--- src/rtl/tlb_rand_assoc.sv ---
module tlb_rand_assoc #(
  parameter int VPN_W  = 20,
  parameter int PFN_W  = 16,
  parameter int SETS   = 16,
  parameter int WAYS   = 4,
  parameter int CNT_W  = 32,
  parameter int LFSR_W = 8,
  parameter logic [LFSR_W-1:0] TAPS = 8'hB8
) (
  input  logic             clk,
  input  logic             rst_n,
  input  logic             flush,
  input  logic             lk_valid,
  input  logic [VPN_W-1:0] lk_vpn,
  output logic             lk_hit,
  output logic             lk_miss,
  output logic [PFN_W-1:0] lk_pfn,
  input  logic             rf_valid,
  input  logic [VPN_W-1:0] rf_vpn,
  input  logic [PFN_W-1:0] rf_pfn,
  output logic [CNT_W-1:0] hit_cnt,
  output logic [CNT_W-1:0] miss_cnt
);
  localparam int SB    = (SETS > 1) ? $clog2(SETS) : 0;
  localparam int SI_W  = (SETS > 1) ? SB : 1;
  localparam int TAG_W = VPN_W - SB;
  localparam int WI_W  = (WAYS > 1) ? $clog2(WAYS) : 1;

  logic [TAG_W-1:0] tag_q [SETS][WAYS];
  logic [PFN_W-1:0] pfn_q [SETS][WAYS];
  logic [WAYS-1:0]  vld_q [SETS];
  logic [LFSR_W-1:0] lfsr_q;

  logic [SI_W-1:0]  lk_set, rf_set;
  logic [TAG_W-1:0] lk_tag, rf_tag;
  logic [WAYS-1:0]  lk_match;
  logic [WI_W-1:0]  rnd_way, victim;
  logic             rf_write;

  generate
    if (SETS > 1) begin : g_idx
      assign lk_set = lk_vpn[SB-1:0];
      assign rf_set = rf_vpn[SB-1:0];
      assign lk_tag = lk_vpn[VPN_W-1:SB];
      assign rf_tag = rf_vpn[VPN_W-1:SB];
    end else begin : g_noidx
      assign lk_set = '0;
      assign rf_set = '0;
      assign lk_tag = lk_vpn;
      assign rf_tag = rf_vpn;
    end

    if (WAYS > 1) begin : g_rnd
      assign rnd_way = lfsr_q[WI_W-1:0];
    end else begin : g_one
      assign rnd_way = '0;
    end
  endgenerate

  always_comb begin
    lk_match = '0;
    lk_pfn   = '0;
    for (int w = 0; w < WAYS; w++) begin
      lk_match[w] = vld_q[lk_set][w] && (tag_q[lk_set][w] == lk_tag);
      if (lk_match[w]) lk_pfn = pfn_q[lk_set][w];
    end
  end

  assign lk_hit   = lk_valid &&  (|lk_match);
  assign lk_miss  = lk_valid && !(|lk_match);
  assign rf_write = rf_valid && !flush;

  always_comb begin
    logic           same_any, free_any;
    logic [WI_W-1:0] same_way, free_way;
    same_any = 1'b0;
    free_any = 1'b0;
    same_way = '0;
    free_way = '0;
    for (int w = WAYS - 1; w >= 0; w--) begin
      if (vld_q[rf_set][w] && (tag_q[rf_set][w] == rf_tag)) begin
        same_any = 1'b1;
        same_way = WI_W'(w);
      end
      if (!vld_q[rf_set][w]) begin
        free_any = 1'b1;
        free_way = WI_W'(w);
      end
    end
    victim = same_any ? same_way : (free_any ? free_way : rnd_way);
  end

  always_ff @(posedge clk or negedge rst_n) begin
    if (!rst_n) lfsr_q <= LFSR_W'(1);
    else        lfsr_q <= {lfsr_q[LFSR_W-2:0], ^(lfsr_q & TAPS)};
  end

  always_ff @(posedge clk or negedge rst_n) begin
    if (!rst_n) begin
      for (int s = 0; s < SETS; s++) vld_q[s] <= '0;
    end else if (flush) begin
      for (int s = 0; s < SETS; s++) vld_q[s] <= '0;
    end else if (rf_valid) begin
      vld_q[rf_set][victim] <= 1'b1;
    end
  end

  always_ff @(posedge clk) begin
    if (rf_write) begin
      tag_q[rf_set][victim] <= rf_tag;
      pfn_q[rf_set][victim] <= rf_pfn;
    end
  end

  always_ff @(posedge clk or negedge rst_n) begin
    if (!rst_n) begin
      hit_cnt  <= '0;
      miss_cnt <= '0;
    end else if (lk_valid) begin
      if (|lk_match) hit_cnt  <= hit_cnt + CNT_W'(1);
      else           miss_cnt <= miss_cnt + CNT_W'(1);
    end
  end
endmodule

--- config.mk ---
export PLATFORM = sky130hd
export DESIGN_NAME = tlb_rand_assoc
export DESIGN_NICKNAME = d
export VERILOG_FILES = /design/src/rtl/tlb_rand_assoc.sv
export SDC_FILE = /design/constraint.sdc
export NUM_CORES = 2
export LEC_CHECK = 0
export CAP_MARGIN = 20
export CORE_UTILIZATION = 35
export DETAILED_ROUTE_END_ITERATION = 7
export DONT_BUFFER_PORTS = 1
export SLEW_MARGIN = 20
export SYNTH_ARGS = -nofsm -noshare
export SYNTH_HDL_FRONTEND = slang
export SYNTH_SLANG_ARGS = --single-unit
--- constraint.sdc ---
create_clock -name clk -period 6.69 [get_ports clk]
set_input_delay 0.669 -clock clk [delete_from_list [all_inputs] [get_ports clk]]
set_output_delay 0.669 -clock clk [all_outputs]
set_load 0.01 [all_outputs]
==> metrics <==
status finished with violations; failing checks max-slew violations; arrival time worst endpoint 5.83 ns; Via density a little over 6; Die Wd around 530 microns; delay-heaviest family, CP buffers and inverters; WHS Path Cells 3; reg2reg setup slack between 1.5 and 2 ns; Main synth FF type edfxtp_1; power after layout a little under 30 mW; Int Pwr ~23 mW; die height ~530 microns; max-cap viol count 0; # nets final 5048; Post-synth EDFFs approximately 2000; critical path's largest stage delay about 0.9 ns; Yosys warnings 0; Fillers 24155; netlist area before placement a little under 0.1 sq mm; fin util approximately 40%; GRT Overall Usage a little over a fifth; pwr/cell area ~270 mW/mm^2; Netlist cell types 92; CP Launch Type primary input; DRC 0; Worst Hold Class in2reg; htree depth 4; commonest non-fill, non-tap cell in the layout edfxtp_1; max-slew violation total from the final report 405; layout cells sized above 1 between 20% and 30%; Crit. Startpoint lk_vpn[0]; Iteration-0 DRC Markers 7294; most frequent cells in the layout edfxtp_1, mux4_2, mux2i_1; Max transition margin -81.6%; critical path class in2out; Initial DRT Pass Iterations 8; hold endpoint hit_cnt[30]; wire length of the first global-routing pass about 420000 microns; via count roughly 53000; Total Routed Length 300000 microns; RR Endpoint pfn_q[13][36]; P_sw 6.28 mW; clock latency on the worst-skew pair 0.92 ns; Slowest cell on crit path a221oi_1; Lkg Pwr around 35 nW; Post-Layout Cell Count about 9000; Cell Chain, Critical Path buf_16 -> buf_16 -> inv_4 -> mux2i_1 -> mux2i_1 -> xnor2_1 -> nor2b_1 -> nand4b_4 -> or2_1 -> a221oi_1 -> o22a_1; Rows approximately 190; initial antenna violation count 16; Worst IR Drop VDD around 220 uV; Placed Instances between 8000 and 9000; r2r worst-path depth 12; register area share after synthesis 67.5%; Logic pwr share roughly 6.0%; hold_sp lk_valid; Worst-Margin Slew 2.72 ns; Clock Sinks around 2200; pin count of the biggest net entering global routing 504; RSZ-0062 raised after global routing no; Cell Area, Placed approximately 0.10 sq mm; Min Hold Slack between 0.07 and 0.08 ns; Initial Utilization between 30% and 40%; Root Driver clkbuf_16; CTS Buf Count 225; Net Count, Synth approximately 5000; min Tclk post-route between 6 and 7 ns; register bit total from synthesis 2184; maximum achievable frequency 154 MHz; TritonCTS clock tree done; crit path capture type output port; Reg area between 0.06 and 0.07 sq mm; clock share of power 42.3%; fin area 0.109 sq mm; synthesized instance count between 4000 and 5000; Reg power frac between 50% and 60%; final worst slack a little under 0.2 ns; post-DR wirelength/cell 34.3 microns; area occupied by multi-input gates between 0.02 and 0.03 sq mm; required time of the critical path between 6 and 7 ns; routability cong. 0.872; Setup violations, final 0; die area between 0.2 and 0.3 sq mm; Final Hold Viols 0; total grt overflow 0; core footprint ~0.27 sq mm; setup_tns 0 ns; vias in the first global route roughly 53000; dpl hpwl about 160000 microns; Final period util 97.1%; IO buf count 0; # IOs approximately 140; r2r startpoint tag_q[2][9]; switching fraction of total power 21.6%; # Post-CTS Setup Buffers 0; buffers and inverters on the worst path 3; Final ANT Viol Nets 0; final clock skew 0.0977 ns; clock tree buffer depth 4; area grow syn2layout 13.1%; pre-CTS WS 0.647 ns; Syn Area/Cell 19.5 sq um; asr flop ratio synth about 6.2%; Worst Path Max Fanout between 80 and 90; Worst-path clk slew around 0.06 ns
==> state kept, by name, indices dropped and copies added (netlist names) <==
name / cells
hit_cnt: 32
lfsr_q: 8
miss_cnt: 32
pfn_q: 1024
tag_q: 1024
vld_q: 64
==> routing by layer <==
layer	GRT usage [%]	wire length, microns	vias up
li1	-	-	20868
met2	33.1	139000	2906
met4	8.26	12900	10
met1	28.4	117000	28567
met5	0	50	-
met3	5.20	30700	594
==> worst min-delay path, delay by kind of cell <==
family	cells	cell delay [ns]
xor+xnor	1	0.11
simple gates	1	0.05
compound gates	1	0.04
==> repair_timing <==
item | CTS | global route
setup endpoints to repair | 0 | 13
hold buffers | 36 | 0
endpoints found under the hold margin | 2255 | 0
resized for setup | 0 | 2
==> logic make-up after synthesis <==
family                     Yosys count  synth area share, %
muxes                             1097                 21.8
and+or+nand+nor                    572                 3.20
xor gates and xnor gates           201                 1.83
buffers and inverters              442                 2.38
AOI/OAI and AO/OA                  442                 3.27
adders and majority gates            2               0.0260
DFF                               2184                 67.5
==> area by class of cell <==
cell class	count	area share (%)
Sequential cell	2184	59.6
Tap cell	3589	4.13
Inverter	88	0.313
Clock inverter	122	0.996
Antenna cell	6	0.0138
Timing Repair Buffer	172	2.30
Multi-Input combinational cell	2314	27.1
Clock buffer	277	5.47
==> cell usage after synthesis (all sizes together), types with 9 or more instances <==
| library cell | n | share of area [%] |
|---|---|---|
| xor2 | 74 | 0.67 |
| o22a | 18 | 0.16 |
| nor4 | 23 | 0.18 |
| o21ai | 65 | 0.34 |
| nand3 | 87 | 0.45 |
| a21oi | 56 | 0.29 |
| nor3 | 46 | 0.24 |
| dfrtp | 135 | 3.5 |
| o211ai | 9 | 0.075 |
| nand2 | 101 | 0.40 |
| o32ai | 20 | 0.18 |
| clkbuf | 94 | 0.37 |
| a22o | 18 | 0.16 |
| xnor2 | 127 | 1.2 |
| nor2 | 112 | 0.44 |
| a22oi | 61 | 0.48 |
| a221oi | 39 | 0.36 |
| nand4 | 49 | 0.33 |
| o22ai | 73 | 0.47 |
| and3 | 51 | 0.33 |
| and2 | 18 | 0.12 |
| nor2b | 21 | 0.14 |
| a211oi | 13 | 0.10 |
| and4 | 9 | 0.082 |
| mux2i | 255 | 2.7 |
| buf | 260 | 1.7 |
| mux2 | 46 | 0.54 |
| nand2b | 12 | 0.078 |
| edfxtp | 2048 | 64 |
| inv | 87 | 0.34 |
| mux4 | 796 | 19 |
==> worst max-delay path by stage <==
stage | end | slack, ns | cells after the start
finish | lk_pfn[1] | 0.19 | 11
global route | lk_pfn[1] | 0.06 | 11
CTS | lk_pfn[10] | 0.64 | 10
detailed placement | lk_pfn[10] | 0.65 | 10
global placement | lk_pfn[10] | 0.77 | 10
floorplan | pfn_q[11][32] | 0.53 | 14
==> power groups by stage <==
stage	registers, mW	clock network (mW)	logic [mW]
floorplan	15.3	0	1.23
global placement	15.3	0	1.32
finish	15.0	12.3	1.73
detailed placement	15.3	0	1.32
CTS	15.0	12.5	1.63
global route	15.0	12.9	1.78
(Power assumes the default switching activity.)
